<file path="src/rtl/ide_trk_pkg.sv">
`timescale 1ns/1ps
package ide_trk_pkg;

    localparam int IDX_W   = 11;   // byte index inside a 2048-byte packet block
    localparam int SEC_SH  = 9;    // log2 of a 512-byte sector
    localparam int STAT_W  = 8;

    localparam logic [STAT_W-1:0] STAT_BUSY = 8'h00;
    localparam logic [STAT_W-1:0] STAT_DONE = 8'h50;
    localparam logic [STAT_W-1:0] STAT_FAIL = 8'h51;

    typedef enum logic {
        KIND_DISK = 1'b0,
        KIND_PKT  = 1'b1
    } trk_kind_e;

    typedef enum logic {
        ST_IDLE = 1'b0,
        ST_WAIT = 1'b1
    } trk_state_e;

    typedef struct packed {
        logic              upd;
        logic              cmd_done;
        logic              irq;
        logic              err;
        logic [STAT_W-1:0] status;
    } trk_resp_t;

endpackage

</file>
<file path="src/rtl/ide_trk_disk_step.sv">
`timescale 1ns/1ps
module ide_trk_disk_step #(
    parameter int LEN_W  = 16,
    parameter int SECT_W = 32,
    parameter int CNT_W  = 16
) (
    input  logic [SECT_W-1:0] sector,
    input  logic [CNT_W-1:0]  count,
    input  logic [LEN_W-1:0]  prev_len,
    output logic [SECT_W-1:0] sector_nx,
    output logic [CNT_W-1:0]  count_nx,
    output logic              done_nx
);
    import ide_trk_pkg::*;

    localparam int SUM_W = LEN_W + 1;
    localparam int N_W   = SUM_W - SEC_SH;

    logic [SUM_W-1:0] rounded;
    logic [N_W-1:0]   nsec;

    always_comb begin
        rounded   = SUM_W'(prev_len) + SUM_W'((1 << SEC_SH) - 1);
        nsec      = rounded[SUM_W-1:SEC_SH];
        sector_nx = sector + SECT_W'(nsec);
        count_nx  = count - CNT_W'(nsec);
        done_nx   = (count_nx == '0);
    end
endmodule

</file>
<file path="src/rtl/ide_trk_pkt_step.sv">
`timescale 1ns/1ps
module ide_trk_pkt_step #(
    parameter int LEN_W  = 16,
    parameter int SECT_W = 32,
    parameter int PKT_W  = 32
) (
    input  logic [SECT_W-3:0]                 block,
    input  logic [ide_trk_pkg::IDX_W-1:0]     index,
    input  logic [PKT_W-1:0]                  remain,
    input  logic [LEN_W-1:0]                  prev_len,
    output logic [SECT_W-3:0]                 block_nx,
    output logic [ide_trk_pkg::IDX_W-1:0]     index_nx,
    output logic [PKT_W-1:0]                  remain_nx,
    output logic                              done_nx,
    output logic [SECT_W-1:0]                 sector_nx
);
    import ide_trk_pkg::*;

    localparam int BLK_W = SECT_W - 2;
    localparam int SUM_W = LEN_W + 1;
    localparam int CAR_W = SUM_W - IDX_W;

    logic [SUM_W-1:0] sum;
    logic [CAR_W-1:0] carry;

    always_comb begin
        sum       = SUM_W'(index) + SUM_W'(prev_len);
        carry     = sum[SUM_W-1:IDX_W];
        block_nx  = block + BLK_W'(carry);
        index_nx  = sum[IDX_W-1:0];
        remain_nx = remain - PKT_W'(prev_len);
        // signed test: zero or negative means every owed byte has moved
        done_nx   = remain_nx[PKT_W-1] || (remain_nx == '0);
        sector_nx = {block_nx, 2'b00} + SECT_W'(index_nx[IDX_W-1:SEC_SH]);
    end
endmodule

</file>
<file path="src/rtl/ide_trk_resp.sv">
`timescale 1ns/1ps
module ide_trk_resp (
    input  logic                        event_ok,
    input  logic                        event_bad,
    input  logic                        finished,
    output ide_trk_pkg::trk_resp_t      resp
);
    import ide_trk_pkg::*;

    always_comb begin
        resp = '0;
        if (event_bad) begin
            resp.upd    = 1'b1;
            resp.err    = 1'b1;
            resp.irq    = 1'b1;
            resp.status = STAT_FAIL;
        end else if (event_ok && finished) begin
            resp.upd      = 1'b1;
            resp.cmd_done = 1'b1;
            resp.irq      = 1'b1;
            resp.status   = STAT_DONE;
        end
    end
endmodule

</file>
<file path="src/rtl/ide_dma_tracker.sv">
`timescale 1ns/1ps
module ide_dma_tracker #(
    parameter int LEN_W  = 16,
    parameter int SECT_W = 32,
    parameter int CNT_W  = 16,
    parameter int PKT_W  = 32
) (
    input  logic              clk,
    input  logic              rst,
    input  logic              start_i,
    input  logic              kind_i,
    input  logic [SECT_W-1:0] start_sector_i,
    input  logic [CNT_W-1:0]  sector_count_i,
    input  logic [SECT_W-3:0] start_block_i,
    input  logic [10:0]       start_index_i,
    input  logic [PKT_W-1:0]  packet_bytes_i,
    input  logic              chunk_valid_i,
    input  logic [LEN_W-1:0]  chunk_len_i,
    input  logic              chunk_err_i,
    output logic              busy_o,
    output logic              next_valid_o,
    output logic [SECT_W-1:0] next_sector_o,
    output logic              cmd_done_o,
    output logic [7:0]        status_o,
    output logic              irq_o,
    output logic              err_o,
    output logic              dma_end_o
);
    import ide_trk_pkg::*;

    localparam int BLK_W = SECT_W - 2;

    trk_state_e        state;
    trk_kind_e         kind;
    logic [LEN_W-1:0]  prev_len;
    logic [SECT_W-1:0] d_sector;
    logic [CNT_W-1:0]  d_count;
    logic [BLK_W-1:0]  p_block;
    logic [IDX_W-1:0]  p_index;
    logic [PKT_W-1:0]  p_remain;

    logic [SECT_W-1:0] d_sector_nx;
    logic [CNT_W-1:0]  d_count_nx;
    logic              d_done_nx;
    logic [BLK_W-1:0]  p_block_nx;
    logic [IDX_W-1:0]  p_index_nx;
    logic [PKT_W-1:0]  p_remain_nx;
    logic              p_done_nx;
    logic [SECT_W-1:0] p_sector_nx;

    logic              ev;
    logic              ev_ok;
    logic              ev_bad;
    logic              finished;
    logic [SECT_W-1:0] launch_sector;
    trk_resp_t         resp;

    ide_trk_disk_step #(.LEN_W(LEN_W), .SECT_W(SECT_W), .CNT_W(CNT_W)) u_disk (
        .sector    (d_sector),
        .count     (d_count),
        .prev_len  (prev_len),
        .sector_nx (d_sector_nx),
        .count_nx  (d_count_nx),
        .done_nx   (d_done_nx)
    );

    ide_trk_pkt_step #(.LEN_W(LEN_W), .SECT_W(SECT_W), .PKT_W(PKT_W)) u_pkt (
        .block     (p_block),
        .index     (p_index),
        .remain    (p_remain),
        .prev_len  (prev_len),
        .block_nx  (p_block_nx),
        .index_nx  (p_index_nx),
        .remain_nx (p_remain_nx),
        .done_nx   (p_done_nx),
        .sector_nx (p_sector_nx)
    );

    always_comb begin
        ev            = (state == ST_WAIT) && chunk_valid_i;
        ev_bad        = ev && chunk_err_i;
        ev_ok         = ev && !chunk_err_i;
        finished      = (kind == KIND_PKT) ? p_done_nx : d_done_nx;
        launch_sector = (kind == KIND_PKT) ? p_sector_nx : d_sector_nx;
    end

    ide_trk_resp u_resp (
        .event_ok  (ev_ok),
        .event_bad (ev_bad),
        .finished  (finished),
        .resp      (resp)
    );

    always_ff @(posedge clk) begin
        if (rst) begin
            state         <= ST_IDLE;
            kind          <= KIND_DISK;
            prev_len      <= '0;
            d_sector      <= '0;
            d_count       <= '0;
            p_block       <= '0;
            p_index       <= '0;
            p_remain      <= '0;
            next_valid_o  <= 1'b0;
            next_sector_o <= '0;
            cmd_done_o    <= 1'b0;
            status_o      <= STAT_BUSY;
            irq_o         <= 1'b0;
            err_o         <= 1'b0;
            dma_end_o     <= 1'b0;
        end else begin
            next_valid_o <= 1'b0;
            cmd_done_o   <= resp.cmd_done;
            irq_o        <= resp.irq;
            err_o        <= resp.err;
            dma_end_o    <= 1'b0;
            if (resp.upd) begin
                status_o <= resp.status;
            end
            unique case (state)
                ST_IDLE: begin
                    if (start_i) begin
                        state    <= ST_WAIT;
                        kind     <= trk_kind_e'(kind_i);
                        prev_len <= '0;
                        d_sector <= start_sector_i;
                        d_count  <= sector_count_i;
                        p_block  <= start_block_i;
                        p_index  <= start_index_i;
                        p_remain <= packet_bytes_i;
                        status_o <= STAT_BUSY;
                    end
                end
                ST_WAIT: begin
                    if (ev_bad) begin
                        state     <= ST_IDLE;
                        dma_end_o <= 1'b1;
                    end else if (ev_ok) begin
                        if (kind == KIND_PKT) begin
                            p_block  <= p_block_nx;
                            p_index  <= p_index_nx;
                            p_remain <= p_remain_nx;
                        end else begin
                            d_sector <= d_sector_nx;
                            d_count  <= d_count_nx;
                        end
                        if (chunk_len_i == '0) begin
                            state     <= ST_IDLE;
                            dma_end_o <= 1'b1;
                        end else begin
                            prev_len      <= chunk_len_i;
                            next_sector_o <= launch_sector;
                            next_valid_o  <= 1'b1;
                        end
                    end
                end
                default: state <= ST_IDLE;
            endcase
        end
    end

    assign busy_o = (state == ST_WAIT);

endmodule

</file>
<file path="config.mk">
export PLATFORM = sky130hd
export DESIGN_NAME = ide_dma_tracker
export DESIGN_NICKNAME = d
export VERILOG_FILES = /design/src/rtl/ide_trk_pkg.sv /design/src/rtl/ide_trk_disk_step.sv /design/src/rtl/ide_trk_pkt_step.sv /design/src/rtl/ide_trk_resp.sv /design/src/rtl/ide_dma_tracker.sv
export SDC_FILE = /design/constraint.sdc
export NUM_CORES = 1
export LEC_CHECK = 0
export ABC_AREA = 1
export BUFFER_PORTS_ARGS = -buffer_cell sky130_fd_sc_hd__buf_2
export CAP_MARGIN = 20
export CORE_ASPECT_RATIO = 1.75
export CORE_MARGIN = 8
export CORE_UTILIZATION = 53
export CTS_CLUSTER_SIZE = 10
export DETAILED_ROUTE_END_ITERATION = 8
export GPL_TIMING_DRIVEN = 0
export PLACE_DENSITY = 0.85
export SLEW_MARGIN = 15
export SYNTH_ARGS = -nofsm -noshare
export SYNTH_HDL_FRONTEND = slang
export SYNTH_HIERARCHICAL = 1
export SYNTH_SLANG_ARGS = --single-unit
export TNS_END_PERCENT = 20
</file>
<file path="constraint.sdc">
create_clock -name clk -period 3.3 [get_ports clk]
set_input_delay 0.165 -clock clk [delete_from_list [all_inputs] [get_ports clk]]
set_output_delay 0.165 -clock clk [all_outputs]
set_load 0.02 [all_outputs]
</file>
==> impl_summary.txt, run 1 <==
----------------------------------------------------
[Run status]
  Run status ... finished, violations left
  Failing checks ... negative setup slack

[Final layout]
  Final core area utilization ... 0.6833
  Share of final-layout standard cells stronger than drive strength 1 ... 0.2689
  Area overhead of the layout relative to synthesis ... 28.31%
  Area of all placed cells without fillers ... 17540 sq um
  Nets ... 2557

[STA]
  Final critical-path share of the clock period ... 1.215
  Max-slew headroom at the worst pin ... 0.3064
  Unrepaired setup endpoints after global routing ... yes
  Time the final worst path needs with I/O delays and setup ... 4.009 ns
  Final-report hold violation count ... 0
  Final-report max-slew violation count ... 0
  Setup slack after layout ... -0.7089 ns
  Clock skew after layout ... 0.01480 ns
  Min Hold Slack ... 0.0009950 ns
  Slew at the pin with the worst max-slew slack ... 1.032 ns
  Max Clk Rate ... 249.4 MHz
  TNS Setup ... -28.44 ns
  Count of final setup violators ... 65

[Synthesis]
  Cell accounting for the most synthesized area ... dfxtp_1
  Number of register bits inferred by synthesis ... 184
  Mean post-synth cell area ... 6.652 sq um
  Cells after synthesis ... 2055
  Share of synthesized flip-flops with an asynchronous set or reset ... 0
  Seq/Total Area, Yosys ... 0.2695
  Top-area cell type share of the netlist area ... 0.2695
  Top flip-flop cell by instance count after synthesis ... dfxtp_1
  Warnings, synthesis ... 6
  Leading cell types by total area after synthesis ... dfxtp_1, nand2_1, mux2i_1, a21oi_1, inv_1
  Number of flops mapped to enable cells by yosys ... 0
  Synth Cell Area ... 13670 sq um
  Number of different library cells in the post-synthesis netlist ... 51

[Route]
  Final wirelength ... 53660 um
  Final ANT Viol Nets ... 0
  Wire length the detailed router placed on met1 ... 17510 um
  Initial DRC Count ... 1352
  Post-route DRC ... 0
  Vias after detailed routing ... 15.51k
  Topmost layer with routed signal wires ... met4
  First-pass detailed-route iteration total ... 6
  DR vias/cell ... 5.756
  Routed length per placed instance ... 19.92 um
  Routed length on met2 ... 26330 um
  Met3 WL ... 4003 um

[Worst setup path]
  Start of the worst register-to-register path ... prev_len[3]$_SDFFE_PP0P_
  Worst EP arrival ... 4.41 ns
  Worst path slowest cell ... dfxtp_4
  Stage delay of the slowest cell on the critical path ... 0.38 ns
  Crit path launch ... prev_len[3]$_SDFFE_PP0P_
  Largest fanout of any net on the critical path ... 5
  Critical path startpoint category ... flip-flop
  Critical path type ... flip-flop to flip-flop
  CP endpoint kind ... flip-flop
  Critical path data required time ... 3.70 ns

[Clock tree]
  Clock root cell ... clkbuf_16
  Count of H-tree levels built during CTS ... 4
  Clock sink count ... 184
  Maximum clock insertion buffer count ... 2
  Number of buffers added by the clock tree synthesis step ... 17
  Clk pin slew, worst setup/hold paths ... 0.08 ns
  Clock latency of the later-clocked register in the worst-skew pair ... 0.47 ns
  TritonCTS clock tree ... built

[Min path]
  Path class of the lowest-slack min-delay path ... input pin to flip-flop
  Startpoint of the most critical hold path ... sector_count_i[11]

[GRT]
  Number of antenna violations at the first check in global routing ... 1
  Total routing resource utilization after global routing ... 0.3194
  Overflow left after global routing ... 0
  Wire length of the first global-routing pass ... 77140 um
  Vias in the first global route ... 14.99k
  Pin count of the biggest net entering global routing ... 17

[Placement]
  Placer's final routability congestion estimate ... 1.039
  Number of buffer cells added on primary ports ... 188
  Placed inst area ... 15180 sq um
  Post-DP HPWL ... 38530 um

[Die]
  Core area ... 25670 sq um
  Horizontal die dimension ... 137.4 um
  Vert. Die Dim ... 228.5 um
  Starting density of the core ... 0.5326
  Row count ... 78
  Die Outline Area ... 31390 sq um
  Count of pins on the block boundary ... 189

[Power and ir drop]
  Power Dens Cells ... 455.8 nW/um^2
  IR drop worst, VDD ... 0.4441 mV
  Leakage power summed over all cells ... 8.637 nW

[Flow run]
  Max cap viols ... 0

----------------------------------------------------
==> cell type report <==
class                   count  area (sq um)
clock buffers              21         460.4
plain buffers             121         716.9
diodes                      1         2.502
clock inverters            11         86.33
multi-input cells        1519          9497
well taps                 320         400.4
fillers                  2077          8128
inverters                 234         888.4
flip-flops and latches    184          3724
repair buffers            283          1764
==> worst max-delay path, delay by kind of cell, from the launching register on <==
kind,cells,cell delay (ns)
buf+inv,4,0.49
simple gates,14,1.67
flops,1,0.38
fa+ha+maj,2,0.66
xor+xnor,2,0.34
compound gates,4,0.37
==> cell usage in the layout (no fill, tap or decap), types with 9 or more instances in the layout <==
master,Yosys,final
inv_1,219,212
dlygate4sd3_1,0,41
nand4_1,24,24
mux2i_1,121,120
ha_1,49,26
o21ai_1,19,31
nor3_1,21,17
dfxtp_4,0,10
inv_2,15,20
nand3_1,79,65
nor2_2,14,22
xor2_2,1,20
a21oi_1,170,154
xnor2_2,1,13
nor2_1,203,188
nand3_2,9,21
clkbuf_1,32,34
buf_2,36,224
o21ai_0,150,131
nand2_1,484,441
buf_4,46,95
clkbuf_16,0,17
nand2_4,1,11
nor2_4,5,12
xor2_1,52,32
xnor2_1,24,9
dfxtp_1,184,172
nand2_2,35,68
a21oi_2,3,16
ha_4,0,19
==> power breakdown <==
| group | internal (W) | leakage [nW] | switching, W |
|---|---|---|---|
| Sequential | 0.00242 | 1.52 | 0.000253 |
| Clock | 0.00101 | 0.270 | 0.000970 |
| Combinational | 0.00127 | 6.84 | 0.00206 |
| Total | 0.00471 | 8.64 | 0.00329 |
==> registers in the layout (all words and copies together) (netlist names), 8 cells and up <==
register	count
next_sector_o	32
d_sector	32
status_o	8
p_index	11
d_count	16
prev_len	16
p_remain	32
p_block	30
==> through the flow <==
stage                     cells  setup slack, ns  power (W)
after floorplan            2059         -0.09758   0.004741
after global placement     2567           -1.222   0.005496
after detailed placement   2567           -1.289   0.005568
after CTS                  2666          -0.4282   0.007665
after global routing       2694          -0.8057   0.008389
final                      2694          -0.7089   0.007994
==> logic make-up (layout without fill, tap and decap cells) <==
logic type / after synthesis / in the layout / share of synthesized area
buffers and inverters: 356 / 670 / 0.1159
DFF: 184 / 184 / 0.2695
other: 1 / 6 / 0.0002743
and+or+nand+nor: 906 / 906 / 0.2886
adders and majority gates: 54 / 54 / 0.05217
AOI/OAI and AO/OA: 355 / 355 / 0.1339
muxes: 121 / 121 / 0.08860
xor gates and xnor gates: 78 / 78 / 0.05108
==> cell usage after synthesis, types with 2 or more instances <==
cell      number
nand4_1       24
o21ai_0      150
nor3_2         4
nor4_1         5
nor3_4         2
nor3_1        21
and2_1         4
o21a_1         2
nor2_1       203
nand3_2        9
o21bai_1       2
nor2_4         5
a21oi_1      170
nand3_1       79
a21oi_2        3
xor2_1        52
buf_2         36
o21ai_1       19
nand3b_1       5
buf_4         46
nor2_2        14
dfxtp_1      184
xnor2_1       24
clkbuf_1      32
nor4_2         2
nand2_1      484
a21o_1         3
buf_6          4
ha_1          49
inv_2         15
fa_1           5
nand2_2       35
buf_1          4
inv_1        219
a21boi_0       2
mux2i_1      121
or2_2          3
==> final timing paths <==
check | endpoint | slack (ns) | cells after the start
setup reg to reg | next_sector_o[27]$_SDFFE_PP0P_ | -0.71 | 26
hold / removal | d_count[11]$_SDFFE_PP0P_ | 0.001 | 3
setup / recovery | next_sector_o[27]$_SDFFE_PP0P_ | -0.71 | 26
hold reg to reg | status_o[7]$_SDFF_PP0_ | 0.46 | 2
==> layer usage <==
metal / vias to the layer above / track usage
li1: 7189 / -
met1: 7167 / 0.3002
met2: 826 / 0.5505
met3: 326 / 0.07372
met4: 0 / 0.2968
met5: - / 0
==> what timing repair did <==
item	in CTS	in global routing
setup endpoints to repair	83	88
hold buffers	41	0
resized for setup	93	132
pin swaps	56	68
setup buffers	27	27
endpoints found under the hold margin	44	0
Power figures use the tool's default switching activity.
==> run 2: changes to the inputs <==
Settings changed: CORE_UTILIZATION 53 to 55, SLEW_MARGIN 15 to 20, SYNTH_HIERARCHICAL 1 to not set.
Clock period 3.3 ns to 4.85 ns, I/O delays scaled along.
==> run 2 against run 1 <==
  * Clock power shrank 26%
  * Largest power group unchanged
  * Highest routed layer unchanged
  * Hold slack improved by 0.040 ns
  * The run now ends clean
  * Design area down 15%
==> impl_summary.txt, run 2 <==
----------------------------------------------------
[Clock tree]
  Maximum clock insertion buffer count ... 2 (unchanged)
  Clock sink count ... 184 (unchanged)
  TritonCTS clock tree ... built (unchanged)
  Number of buffers added by the clock tree synthesis step ... 17 (unchanged)
  Clock latency of the later-clocked register in the worst-skew pair ... 0.47 ns (about the same)
  Clk pin slew, worst setup/hold paths ... 0.08 ns (about the same)
  Number of hold buffers added after CTS ... 0 (was 41)
  Clock root cell ... clkbuf_16 (unchanged)
  Count of H-tree levels built during CTS ... 4 (unchanged)

[Synthesis]
  Number of register bits inferred by synthesis ... 184 (unchanged)
  Mean post-synth cell area ... 6.353 sq um (was 6.652 sq um)
  Number of nets produced by synthesis ... 2229
  Cell accounting for the most synthesized area ... dfxtp_1 (unchanged)
  Share of synthesized flip-flops with an asynchronous set or reset ... 0 (unchanged)
  Number of different library cells in the post-synthesis netlist ... 49 (was 51)
  Number of flops mapped to enable cells by yosys ... 0 (unchanged)
  Most repeated cell in the gate-level netlist after synthesis ... nand2_1 (unchanged)
  Seq/Total Area, Yosys ... 0.2854 (was 0.2695)
  Leading cell types by total area after synthesis ... dfxtp_1, nand2_1, a21oi_1, nand3_1, inv_1 (was dfxtp_1, nand2_1, mux2i_1, a21oi_1, inv_1)
  Top cells by count, synth ... nand2_1, a21oi_1, inv_1 (was nand2_1, inv_1, nor2_1)
  Top flip-flop cell by instance count after synthesis ... dfxtp_1 (unchanged)
  Cells after synthesis ... 2032 (was 2055)
  Top-area cell type share of the netlist area ... 0.2854 (was 0.2695)
  Warnings, synthesis ... 0 (was 6)
  Synth Cell Area ... 12910 sq um (was 13670 sq um)

[Run status]
  Run status ... complete, no violations (was finished, violations left)

[Final layout]
  Nets ... 2438 (was 2557)
  Share of final-layout standard cells stronger than drive strength 1 ... 0.1375 (was 0.2689)
  Diodes inserted ... 0 (was 1)
  Area of all placed cells without fillers ... 14860 sq um (was 17540 sq um)
  Filler Cells Inserted ... 2295 (was 2077)
  Most common library cell in the layout ignoring fill and taps ... nand2_1 (unchanged)
  Area overhead of the layout relative to synthesis ... 15.12% (was 28.31%)
  Highest-count cells in the layout ignoring fill and taps ... nand2_1, a21oi_1, inv_1, nor2_1, buf_2 (was nand2_1, buf_2, inv_1, nor2_1, dfxtp_1)
  Area taken by flip-flops and latches ... 3686 sq um (was 3724 sq um)
  Largest regs ... d_sector (32), next_sector_o (32), p_remain (32) (unchanged)
  Final core area utilization ... 0.6394 (was 0.6833)
  Multi-input gate area ... 8107 sq um (was 9497 sq um)

[Die]
  Core area ... 23240 sq um (was 25670 sq um)
  Vert. Die Dim ... 218.7 um (was 228.5 um)
  Horizontal die dimension ... 131.8 um (was 137.4 um)
  Die Outline Area ... 28820 sq um (was 31390 sq um)
  Row count ... 74 (was 78)
  Count of pins on the block boundary ... 189 (unchanged)
  Starting density of the core ... 0.5555 (was 0.5326)

[Route]
  Post-route DRC ... 0 (unchanged)
  Routed length per placed instance ... 21.13 um (was 19.92 um)
  DR vias/cell ... 5.882 (was 5.756)
  Initial DRC Count ... 1146 (was 1352)
  Final wirelength ... 54040 um (was 53660 um)
  Final ANT Viol Nets ... 0 (unchanged)
  First-pass detailed-route iteration total ... 6 (unchanged)
  Vias after detailed routing ... 15.05k (was 15.51k)

[Power and ir drop]
  IR drop worst, VDD ... 0.3010 mV (was 0.4441 mV)
  Power Dens Cells ... 347.6 nW/um^2 (was 455.8 nW/um^2)
  Share of total power in sequential cells ... 0.338 (was 0.335)
  Leakage power summed over all cells ... 6.718 nW (was 8.637 nW)
  Sw Ratio ... 0.4112 (about the same)
  Comb power frac ... 0.380 (was 0.417)
  Internal power consumption ... 0.003042 W (was 0.004707 W)
  Net load switching power ... 0.002124 W (was 0.003287 W)
  Part of the total power dissipated in the clock network ... 0.282 (was 0.248)

[Worst setup path]
  FF-to-FF End ... next_sector_o[30]$_SDFFE_PP0P_ (was next_sector_o[27]$_SDFFE_PP0P_)
  Critical path type ... flip-flop to flip-flop (unchanged)
  Critical path's most frequent cell ... nand2_1
  Register-to-Register Setup Slack ... 0.26 ns (was -0.71 ns)
  Worst path slowest cell ... fa_1 (was dfxtp_4)
  Crit path launch ... prev_len[0]$_SDFFE_PP0P_ (was prev_len[3]$_SDFFE_PP0P_)
  Critical path capture point ... next_sector_o[30]$_SDFFE_PP0P_ (was next_sector_o[27]$_SDFFE_PP0P_)
  Critical path startpoint category ... flip-flop (unchanged)
  Start of the worst register-to-register path ... prev_len[0]$_SDFFE_PP0P_ (was prev_len[3]$_SDFFE_PP0P_)
  CP endpoint kind ... flip-flop (unchanged)
  Critical path data required time ... 5.24 ns (was 3.70 ns)
  Number of cells on the worst reg-to-reg path ... 30 (was 26)
  Largest fanout of any net on the critical path ... 5 (unchanged)
  Worst EP arrival ... 4.98 ns (was 4.41 ns)
  Stage delay of the slowest cell on the critical path ... 0.41 ns (was 0.38 ns)

[GRT]
  Overflow left after global routing ... 0 (unchanged)
  Pin count of the biggest net entering global routing ... 17 (unchanged)
  Wire length of the first global-routing pass ... 80950 um (was 77140 um)
  Total routing resource utilization after global routing ... 0.3671 (was 0.3194)
  Vias in the first global route ... 15.08k (was 14.99k)
  Number of antenna violations at the first check in global routing ... 0 (was 1)

[STA]
  Setup slack after layout ... 0.2566 ns (was -0.7089 ns)
  Slew at the pin with the worst max-slew slack ... 0.8714 ns (was 1.032 ns)
  Final-report hold violation count ... 0 (unchanged)
  Final-report max-slew violation count ... 0 (unchanged)
  Max-slew headroom at the worst pin ... 0.4191 (was 0.3064)
  Time the final worst path needs with I/O delays and setup ... 4.593 ns (was 4.009 ns)
  Unrepaired setup endpoints after global routing ... yes (unchanged)
  Min Hold Slack ... 0.04146 ns (was 0.0009950 ns)
  Max Clk Rate ... 217.7 MHz (was 249.4 MHz)
  Final critical-path share of the clock period ... 0.9471 (was 1.215)
  Clock skew after layout ... 0.009470 ns (was 0.01480 ns)
  Count of final setup violators ... 0 (was 65)

[Min path]
  Path class of the lowest-slack min-delay path ... input pin to flip-flop (unchanged)

[Placement]
  Post-DP HPWL ... 43850 um (was 38530 um)
  Placer's final routability congestion estimate ... 0.9758 (was 1.039)
  Placed inst area ... 14230 sq um (was 15180 sq um)
  Minimum setup slack after placement ... 0.1009 ns (was -1.289 ns)
  Number of buffer cells added on primary ports ... 188 (unchanged)

[Flow run]
  Max cap viols ... 0 (unchanged)

----------------------------------------------------
==> run 2: how the worst min path moves through the flow <==
stage | from | end | cells past startpoint
6_report | start_index_i[0] | p_index[0]$_SDFFE_PP0P_ | 3
5_1_grt | start_block_i[0] | p_block[0]$_SDFFE_PP0P_ | 3
4_1_cts | start_index_i[0] | p_index[0]$_SDFFE_PP0P_ | 3
3_5_place_dp | status_o[7]$_SDFF_PP0_ | status_o[7]$_SDFF_PP0_ | 2
3_3_place_gp | status_o[1]$_SDFF_PP0_ | status_o[1]$_SDFF_PP0_ | 2
2_1_floorplan | start_sector_i[2] | d_sector[2]$_SDFFE_PP0P_ | 2
==> run 2: final cells by class <==
cell class | instances | area share
plain buffers | 90 | 0.02349
clock buffers | 20 | 0.03006
clock inverters | 12 | 0.009683
inverters | 211 | 0.05330
multi-input cells | 1547 | 0.5455
flip-flops and latches | 184 | 0.2480
well taps | 304 | 0.02560
repair buffers | 190 | 0.06433
==> run 2: cell families (layout without fill, tap and decap cells) <==
| kind of cell | Yosys count | count (layout) | synth area share |
|---|---|---|---|
| xor+xnor | 53 | 53 | 0.03596 |
| simple gates | 1015 | 1015 | 0.3457 |
| buf+inv | 301 | 523 | 0.08840 |
| flops | 184 | 184 | 0.2854 |
| compound gates | 425 | 425 | 0.1893 |
| fa+ha+maj | 54 | 54 | 0.05525 |
==> run 2: critical path, delay by kind of cell, from the launching register on <==
family                     cells  cell delay [ns]
buffers and inverters          2             0.15
xor gates and xnor gates       1             0.16
AOI/OAI and AO/OA              6             0.78
and+or+nand+nor               18             2.12
adders and majority gates      3             0.93
DFF                            1             0.38
==> run 2: per-layer routing <==
layer | track usage | wire, um | vias to the layer above | share of wire
met5 | 0 | 0 | - | 0
met4 | 0.3721 | 5606 | 0 | 0.10
met3 | 0.07103 | 3672 | 260 | 0.068
met2 | 0.6558 | 26880 | 688 | 0.50
met1 | 0.3398 | 17880 | 6925 | 0.33
li1 | - | - | 7172 | -
==> run 2: timing repair <==
| action | CTS | global route |
|---|---|---|
| buffers inserted | 0 | 2 |
| hold endpoints to repair | 0 | 0 |
| endpoints found under the setup margin | 0 | 25 |
| resized for setup | 0 | 9 |
==> run 2: power groups by stage <==
stage          combinational (W)  sequential (W)  clock [W]
2_1_floorplan            0.00132         0.00175          0
3_3_place_gp             0.00187         0.00177          0
3_5_place_dp             0.00190         0.00178          0
4_1_cts                  0.00192         0.00174    0.00146
5_1_grt                  0.00216         0.00176    0.00151
6_report                 0.00196         0.00175    0.00146
==> run 2: per-stage QoR <==
stage                     setup TNS, ns  power (W)  std cells
final                                 0   0.005166       2558
after global routing           -0.04908   0.005429       2558
after CTS                             0   0.005116       2556
after detailed placement              0   0.003679       2524
after global placement                0   0.003645       2524
after floorplan                       0   0.003071       2032
